===== src/rtl/pwm_coded_pkg.sv =====
package pwm_coded_pkg;

  localparam int CNT_W  = 16;
  localparam int DIV_W  = 17;
  localparam int DATA_W = 32;
  localparam int ADDR_W = 2;
  localparam int CODE_W = 4;

  // Control strobes from the register side to the waveform datapath.
  typedef struct packed {
    logic             run;
    logic             bypass;
    logic             polNormal;
    logic [DIV_W-1:0] divM1;
  } pwmStrobe_t;

  // Prescaler code to (ratio - 1); unlisted codes fall back to ratio 1.
  function automatic logic [DIV_W-1:0] codeToDivM1(input logic [CODE_W-1:0] code);
    logic [DIV_W-1:0] r;
    case (code)
      4'd0:    r = DIV_W'(119);
      4'd1:    r = DIV_W'(179);
      4'd2:    r = DIV_W'(239);
      4'd3:    r = DIV_W'(359);
      4'd4:    r = DIV_W'(479);
      4'd8:    r = DIV_W'(11999);
      4'd9:    r = DIV_W'(23999);
      4'd10:   r = DIV_W'(35999);
      4'd11:   r = DIV_W'(47999);
      4'd12:   r = DIV_W'(71999);
      default: r = '0;
    endcase
    return r;
  endfunction

endpackage


===== src/rtl/pwm_coded_ctrl.sv =====
module pwm_coded_ctrl
  import pwm_coded_pkg::*;
#(
  parameter int CW = CNT_W,
  parameter int DW = DATA_W,
  parameter int AW = ADDR_W
) (
  input  logic          clk,
  input  logic          rstN,
  input  logic [AW-1:0] regAddr,
  input  logic          wrEn,
  input  logic [DW-1:0] wrData,
  output logic [DW-1:0] rdData,
  output pwmStrobe_t    strobe,
  output logic [CW-1:0] periodLive,
  output logic [CW-1:0] activeLive
);

  localparam logic [AW-1:0] ADDR_CTRL   = AW'(0);
  localparam logic [AW-1:0] ADDR_PERIOD = AW'(1);
  localparam logic [AW-1:0] ADDR_ACTIVE = AW'(2);
  localparam int CTRL_W = 4 + CODE_W;

  logic              enBit;
  logic              gateBit;
  logic              bypassBit;
  logic              polBit;
  logic [CODE_W-1:0] preCode;
  logic [CW-1:0]     periodReg;
  logic [CW-1:0]     activeReg;
  logic [CTRL_W-1:0] ctrlWord;

  always_ff @(posedge clk or negedge rstN) begin
    if (!rstN) begin
      enBit     <= 1'b0;
      gateBit   <= 1'b0;
      bypassBit <= 1'b0;
      polBit    <= 1'b0;
      preCode   <= '0;
      periodReg <= '0;
      activeReg <= '0;
    end else if (wrEn) begin
      case (regAddr)
        ADDR_CTRL: begin
          enBit     <= wrData[0];
          gateBit   <= wrData[1];
          bypassBit <= wrData[2];
          polBit    <= wrData[3];
          preCode   <= wrData[4 +: CODE_W];
        end
        ADDR_PERIOD: periodReg <= wrData[CW-1:0];
        ADDR_ACTIVE: activeReg <= wrData[CW-1:0];
        default: ;
      endcase
    end
  end

  assign ctrlWord = {preCode, polBit, bypassBit, gateBit, enBit};

  always_comb begin
    rdData = '0;
    case (regAddr)
      ADDR_CTRL:   rdData[CTRL_W-1:0] = ctrlWord;
      ADDR_PERIOD: rdData[CW-1:0]     = periodReg;
      ADDR_ACTIVE: rdData[CW-1:0]     = activeReg;
      default:     rdData             = '0;
    endcase
  end

  always_comb begin
    strobe.run       = enBit & gateBit;
    strobe.bypass    = bypassBit;
    strobe.polNormal = polBit;
    strobe.divM1     = codeToDivM1(preCode);
  end

  assign periodLive = periodReg;
  assign activeLive = activeReg;

endmodule


===== src/rtl/pwm_coded_dp.sv =====
module pwm_coded_dp
  import pwm_coded_pkg::*;
#(
  parameter int CW = CNT_W,
  parameter int VW = DIV_W
) (
  input  logic          clk,
  input  logic          rstN,
  input  logic          srcClk,
  input  pwmStrobe_t    strobe,
  input  logic [CW-1:0] periodLive,
  input  logic [CW-1:0] activeLive,
  output logic          pwmOut,
  output logic [CW-1:0] cycCnt,
  output logic [VW-1:0] preCnt,
  output logic [CW-1:0] periodSh,
  output logic [CW-1:0] activeSh
);

  logic preTick;
  logic periodEnd;
  logic activeLvl;
  logic waveLvl;

  assign preTick   = (preCnt >= strobe.divM1);
  assign periodEnd = preTick && (cycCnt == periodSh);

  always_ff @(posedge clk or negedge rstN) begin
    if (!rstN) begin
      preCnt   <= '0;
      cycCnt   <= '0;
      periodSh <= '0;
      activeSh <= '0;
    end else if (!strobe.run) begin
      preCnt   <= '0;
      cycCnt   <= '0;
      periodSh <= periodLive;
      activeSh <= activeLive;
    end else if (preTick) begin
      preCnt <= '0;
      if (periodEnd) begin
        cycCnt   <= '0;
        periodSh <= periodLive;
        activeSh <= activeLive;
      end else begin
        cycCnt <= cycCnt + 1'b1;
      end
    end else begin
      preCnt <= preCnt + 1'b1;
    end
  end

  assign activeLvl = strobe.run && (cycCnt < activeSh);
  assign waveLvl   = activeLvl ? strobe.polNormal : ~strobe.polNormal;
  assign pwmOut    = (strobe.run && strobe.bypass) ? srcClk : waveLvl;

endmodule


===== src/rtl/pwm_coded_chan.sv =====
module pwm_coded_chan
  import pwm_coded_pkg::*;
#(
  parameter int CW = CNT_W,
  parameter int DW = DATA_W,
  parameter int AW = ADDR_W
) (
  input  logic          clk,
  input  logic          rstN,
  input  logic [AW-1:0] regAddr,
  input  logic          wrEn,
  input  logic [DW-1:0] wrData,
  output logic [DW-1:0] rdData,
  output logic          pwmOut
);

  pwmStrobe_t       strobe;
  logic [CW-1:0]    periodLive;
  logic [CW-1:0]    activeLive;
  logic [CW-1:0]    cycCnt;
  logic [DIV_W-1:0] preCnt;
  logic [CW-1:0]    periodSh;
  logic [CW-1:0]    activeSh;

  pwm_coded_ctrl #(.CW(CW), .DW(DW), .AW(AW)) u_ctrl (
    .clk        (clk),
    .rstN       (rstN),
    .regAddr    (regAddr),
    .wrEn       (wrEn),
    .wrData     (wrData),
    .rdData     (rdData),
    .strobe     (strobe),
    .periodLive (periodLive),
    .activeLive (activeLive)
  );

  pwm_coded_dp #(.CW(CW), .VW(DIV_W)) u_dp (
    .clk        (clk),
    .rstN       (rstN),
    .srcClk     (clk),
    .strobe     (strobe),
    .periodLive (periodLive),
    .activeLive (activeLive),
    .pwmOut     (pwmOut),
    .cycCnt     (cycCnt),
    .preCnt     (preCnt),
    .periodSh   (periodSh),
    .activeSh   (activeSh)
  );

endmodule


===== config.mk =====
export PLATFORM = sky130hd
export DESIGN_NAME = pwm_coded_chan
export DESIGN_NICKNAME = d
export VERILOG_FILES = /design/src/rtl/pwm_coded_pkg.sv /design/src/rtl/pwm_coded_ctrl.sv /design/src/rtl/pwm_coded_dp.sv /design/src/rtl/pwm_coded_chan.sv
export SDC_FILE = /design/constraint.sdc
export NUM_CORES = 1
export LEC_CHECK = 0
export CAP_MARGIN = 20
export CORE_ASPECT_RATIO = 0.5
export CORE_MARGIN = 4
export CORE_UTILIZATION = 61
export CTS_CLUSTER_SIZE = 24
export DETAILED_ROUTE_END_ITERATION = 6
export PLACE_DENSITY = 0.93
export SLEW_MARGIN = 0
export SYNTH_ARGS = -nofsm -noshare
export SYNTH_HDL_FRONTEND = slang
export SYNTH_HIERARCHICAL = 1
export SYNTH_SLANG_ARGS = --single-unit

===== constraint.sdc =====
create_clock -name clk -period 7.82 [get_ports clk]
set_clock_uncertainty 0.2 [all_clocks]
set_input_delay 2.346 -clock clk [delete_from_list [all_inputs] [get_ports clk]]
set_output_delay 2.346 -clock clk [all_outputs]
set_load 0.01 [all_outputs]

==> report_table.html, run 1 <==
<table>
<tr><th>Metric</th><th>Value</th></tr>
<tr><th colspan="2">Clocking</th></tr>
<tr><td>Clock tree from TritonCTS</td><td>yes</td></tr>
<tr><td>Number of buffers inserted for hold repair after clock tree synthesis</td><td>0</td></tr>
<tr><td>Post-CTS setup buffers</td><td>0</td></tr>
<tr><td>Clock latency on the worst-skew pair</td><td>470 ps</td></tr>
<tr><td>Number of gates resized after CTS</td><td>0</td></tr>
<tr><td>Clock-pin slew reported for the worst setup and hold paths after clock tree synthesis</td><td>70 ps</td></tr>
<tr><th colspan="2">Pwr</th></tr>
<tr><td>Power dissipated by switching net loads</td><td>597 µW</td></tr>
<tr><td>Switching share of power</td><td>0.334</td></tr>
<tr><td>Peak supply drop</td><td>0.145 mV</td></tr>
<tr><td>Areal power density over the cells</td><td>259 mW/mm²</td></tr>
<tr><td>Comb pwr share</td><td>0.283</td></tr>
<tr><td>Internal portion of total power</td><td>1.19 mW</td></tr>
<tr><td>Power Total</td><td>1.79 mW</td></tr>
<tr><td>Portion of total power attributed to the clock network</td><td>0.297</td></tr>
<tr><td>Sequential power share</td><td>0.420</td></tr>
<tr><td>Lkg Pwr</td><td>3.21 nW</td></tr>
<tr><th colspan="2">Timing</th></tr>
<tr><td>Number of setup violations in the final report</td><td>0</td></tr>
<tr><td>RSZ-0062 raised after global routing</td><td>false</td></tr>
<tr><td>Endpoints failing hold</td><td>0</td></tr>
<tr><td>Slew of the pin with the lowest slew margin</td><td>945 ps</td></tr>
<tr><td>Accumulated negative setup slack</td><td>0 ps</td></tr>
<tr><td>Final slew viol count</td><td>0</td></tr>
<tr><td>Relative slew slack</td><td>0.367</td></tr>
<tr><td>Smallest hold slack</td><td>345 ps</td></tr>
<tr><th colspan="2">GRT</th></tr>
<tr><td>Total global routing track utilization</td><td>0.273</td></tr>
<tr><td>First-pass GRT wire length</td><td>24800 µm</td></tr>
<tr><td>Largest net degree at the start of global routing</td><td>89</td></tr>
<tr><td>Via count of the first global-routing pass</td><td>4852</td></tr>
<tr><td>Antenna violations before repair</td><td>0</td></tr>
<tr><td>Overflow left after global routing</td><td>0</td></tr>
<tr><th colspan="2">Routing</th></tr>
<tr><td>Initial DRC count</td><td>565</td></tr>
<tr><td>Count of vias placed by the detailed router</td><td>4763</td></tr>
<tr><td>Drt via density</td><td>6.36</td></tr>
<tr><td>Final ANT Viol Nets</td><td>0</td></tr>
<tr><td>Number of design rule violations left after detail routing</td><td>2</td></tr>
<tr><td>Routed length per placed instance</td><td>21.0 µm</td></tr>
<tr><td>Post-Route WL</td><td>15700 µm</td></tr>
<tr><td>Number of detailed-route iterations in the first pass</td><td>7</td></tr>
<tr><th colspan="2">Logic synthesis</th></tr>
<tr><td>Post-synthesis cell type count</td><td>54</td></tr>
<tr><td>Warnings from Yosys</td><td>6</td></tr>
<tr><td>EDFF count, synth</td><td>0</td></tr>
<tr><td>Total of flip-flops plus latches after synthesis</td><td>105</td></tr>
<tr><td>Post-Syn Area per Cell</td><td>10.6 µm²</td></tr>
<tr><td>Post-Synthesis Cell Area</td><td>0.00617 mm²</td></tr>
<tr><td>Proportion of register bits with asynchronous set or reset after synthesis</td><td>1.00</td></tr>
<tr><td>Gate count of the mapped netlist</td><td>581</td></tr>
<tr><td>Ys flop type</td><td>dfrtp_1</td></tr>
<tr><td>Sequential fraction of the synthesis area</td><td>0.426</td></tr>
<tr><th colspan="2">Floorplanning</th></tr>
<tr><td>Floorplan die height</td><td>79.1 µm</td></tr>
<tr><td>Placeable core region</td><td>0.00967 mm²</td></tr>
<tr><td>Die Area</td><td>0.0119 mm²</td></tr>
<tr><td>Number of placement rows</td><td>25</td></tr>
<tr><td>Die width</td><td>150 µm</td></tr>
<tr><td>Starting density of the core</td><td>0.639</td></tr>
<tr><td>Boundary Pins</td><td>70</td></tr>
<tr><th colspan="2">Flow run</th></tr>
<tr><td>Max Cap Viol</td><td>0</td></tr>
<tr><th colspan="2">Cells and area</th></tr>
<tr><td>Area used by multi-input combinational logic</td><td>0.00314 mm²</td></tr>
<tr><td>Share of post-route cells with drive strength above 1</td><td>0.145</td></tr>
<tr><td>Fill count</td><td>596</td></tr>
<tr><td>Area taken by flip-flops and latches</td><td>0.00263 mm²</td></tr>
<tr><td>Antenna diodes</td><td>0</td></tr>
<tr><td># nets final</td><td>688</td></tr>
<tr><td>Area Growth Syn to Fin</td><td>11.7%</td></tr>
<tr><td>Post-layout instance area</td><td>0.00689 mm²</td></tr>
<tr><th colspan="2">Critical path</th></tr>
<tr><td>Max FO, Critical Path</td><td>2</td></tr>
<tr><td>R2R depth</td><td>12</td></tr>
<tr><td>Critical path startpoint category</td><td>clock port</td></tr>
<tr><td>Critical path class</td><td>clock port to output pin</td></tr>
<tr><td>Required time of the critical path</td><td>5270 ps</td></tr>
<tr><td>Critical Path Sink Type</td><td>output pin</td></tr>
<tr><td>Arrival time at the worst endpoint</td><td>4810 ps</td></tr>
<tr><th colspan="2">Placed design</th></tr>
<tr><td>Total half-perimeter wirelength after legalization and detailed placement</td><td>10000 µm</td></tr>
<tr><td>Port Buffer Count</td><td>37</td></tr>
<tr><td>Post-DP Area</td><td>0.00650 mm²</td></tr>
<tr><td>RD Place Congestion</td><td>0.900</td></tr>
<tr><th colspan="2">Run status</th></tr>
<tr><td>Violations in the final reports</td><td>design-rule violations</td></tr>
<tr><td>Status</td><td>finished with violations</td></tr>
<tr><th colspan="2">Hold path</th></tr>
<tr><td>Hold-critical path depth</td><td>1</td></tr>
<tr><td>Worst min path class</td><td>flop to flop</td></tr>
</table>
==> final cells by class <==
type	count	share of cell area
Clock inverter	6	0.00708
Tap cell	135	0.0245
Timing Repair Buffer	42	0.0613
Multi-Input combinational cell	405	0.456
Inverter	42	0.0229
Sequential cell	105	0.381
Clock buffer	14	0.0470
==> cell usage in the layout, fill, tap and decap left out, types with 3 or more instances in the layout <==
master             n
xnor2_1           20
nor2_1            39
a21oi_1           12
conb_1            16
nand2b_1           7
a31oi_1            3
o22ai_1           15
clkdlybuf4s50_1   36
a22oi_1            8
o31ai_1           10
nor3_1             3
inv_6              3
and2_1             7
xor2_1            11
mux2_4            34
o21a_1             3
nand3_1           20
and3_1             6
nand2_1           30
a222oi_1           8
nand4_1           15
clkbuf_16         12
dfrtp_1          105
mux2_2            23
and4_1             4
o21ai_0           28
buf_4              6
ha_1              42
inv_1             41
nor2b_1           14
==> cell usage after synthesis (4+ instances only) <==
library cell    n  area (µm²)
buf_2           9        45.0
clkbuf_1        6        22.5
nand2_1        30         113
buf_4          20         150
nor2b_1        14        87.6
nand4_1        15        93.8
o21ai_0        28         140
mux2_2         23         259
nand3_1        20         100
and3_1          6        37.5
and4_1          4        35.0
a222oi_1        8        80.1
and2_1          7        43.8
mux2_4         34         510
nand2b_1        7        43.8
o22ai_1        15        93.8
dfrtp_1       105        2630
buf_6           4        45.0
a21oi_1        12        60.1
o31ai_1        10        75.1
inv_1          41         154
xor2_1         11        96.3
nor2_1         39         146
a22oi_1         8        60.1
xnor2_1        20         175
ha_1           42         526
==> per-layer routing <==
metal  track usage  wire length [µm]
met1         0.319              6120
met2         0.456              7600
met3        0.0872              1390
met4         0.138               594
met5             0                 0
==> final timing paths <==
check                                         startpoint                           to  slack (ps)
hold reg to reg                 u_dp/preCnt[0]$_DFF_PN0_     u_dp/preCnt[0]$_DFF_PN0_         340
setup reg to reg           u_ctrl/preCode[0]$_DFFE_PN0P_  u_dp/cycCnt[15]$_DFFE_PN0P_        3290
max in group asynchronous                           rstN   u_dp/cycCnt[9]$_DFFE_PN0P_        4960
hold / removal                  u_dp/preCnt[0]$_DFF_PN0_     u_dp/preCnt[0]$_DFF_PN0_         340
setup / recovery                                     clk                       pwmOut         460
min in group asynchronous                           rstN    u_dp/preCnt[15]$_DFF_PN0_        1530
==> logic make-up (layout without fill, tap and decap cells) <==
kind of cell,count (synthesis),in the layout,share of synthesized area
AND/OR/NAND/NOR,155,155,0.132
XOR/XNOR,31,31,0.0440
other,1,16,0.000607
buffers and inverters,86,104,0.0756
adder cells (fa/ha/maj),42,42,0.0851
AO/OA/AOI/OAI,102,102,0.109
multiplexers,59,59,0.128
flip-flops,105,105,0.426
==> worst max-delay path, cell delays in order <==
cell             delay (ps)
clkbuf_16               120
clkbuf_16               130
nand2_1                  60
o31ai_1                 100
clkdlybuf4s50_1         490
==> registers in the layout (all words and copies together) (netlist names), 4 cells and up <==
| name | flops |
|---|---|
| u_ctrl/activeLive | 16 |
| u_ctrl/periodLive | 16 |
| u_ctrl/preCode | 4 |
| u_dp/activeSh | 16 |
| u_dp/cycCnt | 16 |
| u_dp/periodSh | 16 |
| u_dp/preCnt | 17 |
==> power groups by stage <==
| stage | registers (mW) | clock network [mW] | logic (mW) |
|---|---|---|---|
| finish | 0.752 | 0.531 | 0.506 |
| global route | 0.759 | 0.561 | 0.544 |
| CTS | 0.747 | 0.534 | 0.492 |
| detailed placement | 0.752 | 0.00670 | 0.478 |
| global placement | 0.744 | 0.00671 | 0.447 |
| floorplan | 0.713 | 0.00291 | 0.386 |
==> through the flow <==
stage | cells | worst slack, ps | util
6_report | 749 | 465 | 0.713
2_1_floorplan | 596 | 1230 | -
4_1_cts | 748 | 440 | 0.710
3_5_place_dp | 729 | 810 | 0.673
3_3_place_gp | 729 | 811 | 0.673
5_1_grt | 749 | 405 | 0.713
No activity file was read; power rests on OpenSTA's default activity.
==> run 2, diff against run 1 <==
CORE_MARGIN = 1.5   (was 4)
RECOVER_POWER = 50   (was not set)
==> report_table.html, run 2 (synthesis results as in run 1) <==
<table>
<tr><th>Metric</th><th>Value</th></tr>
<tr><th colspan="2">Timing</th></tr>
<tr><td>Endpoints failing hold</td><td>0</td></tr>
<tr><td>Number of setup violations in the final report</td><td>0</td></tr>
<tr><td>Final slew viol count</td><td>69</td></tr>
<tr><td>Accumulated negative setup slack</td><td>0 ps</td></tr>
<tr><td>RSZ-0062 raised after global routing</td><td>false</td></tr>
<tr><td>Relative slew slack</td><td>-0.934</td></tr>
<tr><td>Slew of the pin with the lowest slew margin</td><td>2900 ps</td></tr>
<tr><th colspan="2">Hold path</th></tr>
<tr><td>Worst min path class</td><td>flop to flop</td></tr>
<tr><td>Hold-critical path depth</td><td>1</td></tr>
<tr><th colspan="2">Pwr</th></tr>
<tr><td>Peak supply drop</td><td>0.116 mV</td></tr>
<tr><td>Areal power density over the cells</td><td>259 mW/mm²</td></tr>
<tr><td>Lkg Pwr</td><td>3.16 nW</td></tr>
<tr><th colspan="2">Routing</th></tr>
<tr><td>Number of detailed-route iterations in the first pass</td><td>7</td></tr>
<tr><td>Routed length per placed instance</td><td>20.6 µm</td></tr>
<tr><td>Final ANT Viol Nets</td><td>0</td></tr>
<tr><td>Post-Route WL</td><td>15400 µm</td></tr>
<tr><td>Drt via density</td><td>6.40</td></tr>
<tr><td>Number of design rule violations left after detail routing</td><td>6</td></tr>
<tr><td>Initial DRC count</td><td>492</td></tr>
<tr><td>Count of vias placed by the detailed router</td><td>4797</td></tr>
<tr><th colspan="2">Placed design</th></tr>
<tr><td>Port Buffer Count</td><td>37</td></tr>
<tr><td>RD Place Congestion</td><td>0.886</td></tr>
<tr><td>Placed cell count</td><td>729</td></tr>
<tr><td>Total half-perimeter wirelength after legalization and detailed placement</td><td>9780 µm</td></tr>
<tr><th colspan="2">Floorplanning</th></tr>
<tr><td>Boundary Pins</td><td>70</td></tr>
<tr><td>Placeable core region</td><td>0.00963 mm²</td></tr>
<tr><td>Number of placement rows</td><td>25</td></tr>
<tr><td>Floorplan die height</td><td>74.1 µm</td></tr>
<tr><td>Starting density of the core</td><td>0.641</td></tr>
<tr><td>Die width</td><td>145 µm</td></tr>
<tr><td>Die Area</td><td>0.0108 mm²</td></tr>
<tr><th colspan="2">Cells and area</th></tr>
<tr><td># nets final</td><td>688</td></tr>
<tr><td>Register with the most flip-flops</td><td>u_dp/preCnt</td></tr>
<tr><td>Share of post-route cells with drive strength above 1</td><td>0.125</td></tr>
<tr><td>Area Growth Syn to Fin</td><td>10.8%</td></tr>
<tr><td>Most common library cell in the layout ignoring fill and taps</td><td>dfrtp_1</td></tr>
<tr><td>Max FFs per register</td><td>17</td></tr>
<tr><td>Commonest cells after routing, fill and taps aside</td><td>105 x dfrtp_1, 42 x ha_1, 41 x inv_1</td></tr>
<tr><td>Antenna diodes</td><td>0</td></tr>
<tr><td>Non-Filler Instances</td><td>749</td></tr>
<tr><th colspan="2">Clocking</th></tr>
<tr><td>Clock-pin slew reported for the worst setup and hold paths after clock tree synthesis</td><td>70 ps</td></tr>
<tr><td>Number of buffers inserted for hold repair after clock tree synthesis</td><td>0</td></tr>
<tr><td>Number of gates resized after CTS</td><td>0</td></tr>
<tr><td>Clock tree from TritonCTS</td><td>yes</td></tr>
<tr><td>Post-CTS setup buffers</td><td>0</td></tr>
<tr><td>Clock latency on the worst-skew pair</td><td>460 ps</td></tr>
<tr><th colspan="2">GRT</th></tr>
<tr><td>Antenna violations before repair</td><td>0</td></tr>
<tr><td>Overflow left after global routing</td><td>0</td></tr>
<tr><td>Via count of the first global-routing pass</td><td>4840</td></tr>
<tr><td>Largest net degree at the start of global routing</td><td>89</td></tr>
<tr><td>First-pass GRT wire length</td><td>24600 µm</td></tr>
<tr><td>Total global routing track utilization</td><td>0.298</td></tr>
<tr><th colspan="2">Critical path</th></tr>
<tr><td>Critical Path Slowest Stage Cell</td><td>clkdlybuf4s50_1</td></tr>
<tr><td>R2R depth</td><td>12</td></tr>
<tr><td>Max FO, Critical Path</td><td>2</td></tr>
<tr><td>Maximum cell stage delay along the critical path</td><td>490 ps</td></tr>
<tr><td>Required time of the critical path</td><td>5270 ps</td></tr>
<tr><td>Critical path startpoint category</td><td>clock port</td></tr>
<tr><td>Critical path class</td><td>clock port to output pin</td></tr>
<tr><td>Cell with the most instances on the worst path</td><td>clkbuf_16</td></tr>
<tr><td>Arrival time at the worst endpoint</td><td>4830 ps</td></tr>
<tr><td>Cell family with most CP delay</td><td>buffers and inverters</td></tr>
<tr><td>Total stage count of the critical path</td><td>5</td></tr>
<tr><td>Crit-path cells</td><td>clkbuf_16, clkbuf_16, nand2_1, o31ai_1, clkdlybuf4s50_1</td></tr>
<tr><td>Critical Path Sink Type</td><td>output pin</td></tr>
<tr><td>Number of buffer and inverter instances along the worst setup path</td><td>3</td></tr>
<tr><th colspan="2">Run status</th></tr>
<tr><td>Violations in the final reports</td><td>design-rule violations, max-capacitance violations, max-slew violations</td></tr>
<tr><td>Status</td><td>finished with violations</td></tr>
<tr><th colspan="2">Flow run</th></tr>
<tr><td>Max Cap Viol</td><td>1</td></tr>
</table>
## run 2: changes by cell type in the layout (fill, tap and decap cells not counted), moves of 2 or more
| cell | change |
|---|---|
| nand2_1 | +2 |
| mux2_1 | +7 |
| inv_6 | -3 |
| clkinv_4 | +2 |
| clkbuf_1 | +2 |
| mux2_4 | -7 |
| buf_4 | -2 |
## run 2: metrics by stage
stage          total power [mW]  utilization  cell area [µm²]  worst slack (ps)  hold WS [ps]
3_3_place_gp               1.20        0.675             6500               809           308
4_1_cts                    1.77        0.713             6870               423           343
5_1_grt                    1.85        0.710             6840               342           362
6_report                   1.77        0.710             6840               442           346
2_1_floorplan              1.10            -             6230              1230           282
3_5_place_dp               1.24        0.675             6500               740           317
## run 2: final cells by class
| type | instances | area [µm²] |
|---|---|---|
| Clock buffer | 15 | 338 |
| Clock inverter | 5 | 40.0 |
| Fill cell | 637 | 2790 |
| Inverter | 42 | 158 |
| Multi-Input combinational cell | 405 | 3110 |
| Sequential cell | 105 | 2630 |
| Tap cell | 135 | 169 |
| Timing Repair Buffer | 42 | 400 |
## run 2: path summary, 6_finish.rpt
path                                                  startpoint                            end  slack (ps)
worst max-delay path                                         clk                         pwmOut         440
worst min-delay path            u_ctrl/periodLive[5]$_DFFE_PN0P_   u_dp/periodSh[5]$_DFFE_PN0P_         350
worst max register to register     u_ctrl/preCode[0]$_DFFE_PN0P_     u_dp/cycCnt[5]$_DFFE_PN0P_        3160
worst min register to register  u_ctrl/periodLive[5]$_DFFE_PN0P_   u_dp/periodSh[5]$_DFFE_PN0P_         350
max in group asynchronous                                   rstN    u_dp/cycCnt[15]$_DFFE_PN0P_        1340
min in group asynchronous                                   rstN  u_ctrl/preCode[2]$_DFFE_PN0P_        1830
## run 2: where the power goes
group | internal [mW] | switching, mW | leakage, nW
clock network | 0.305 | 0.217 | 0.189
registers | 0.651 | 0.0970 | 1.32
logic | 0.234 | 0.270 | 1.65
## run 2: layer usage
layer | vias up | global-route usage | wire length [µm]
met1 | 2368 | 0.344 | 6070
met2 | 294 | 0.515 | 7520
met4 | 0 | 0.172 | 550
met5 | - | 0 | 0
met3 | 62 | 0.0877 | 1310
li1 | 2073 | - | -
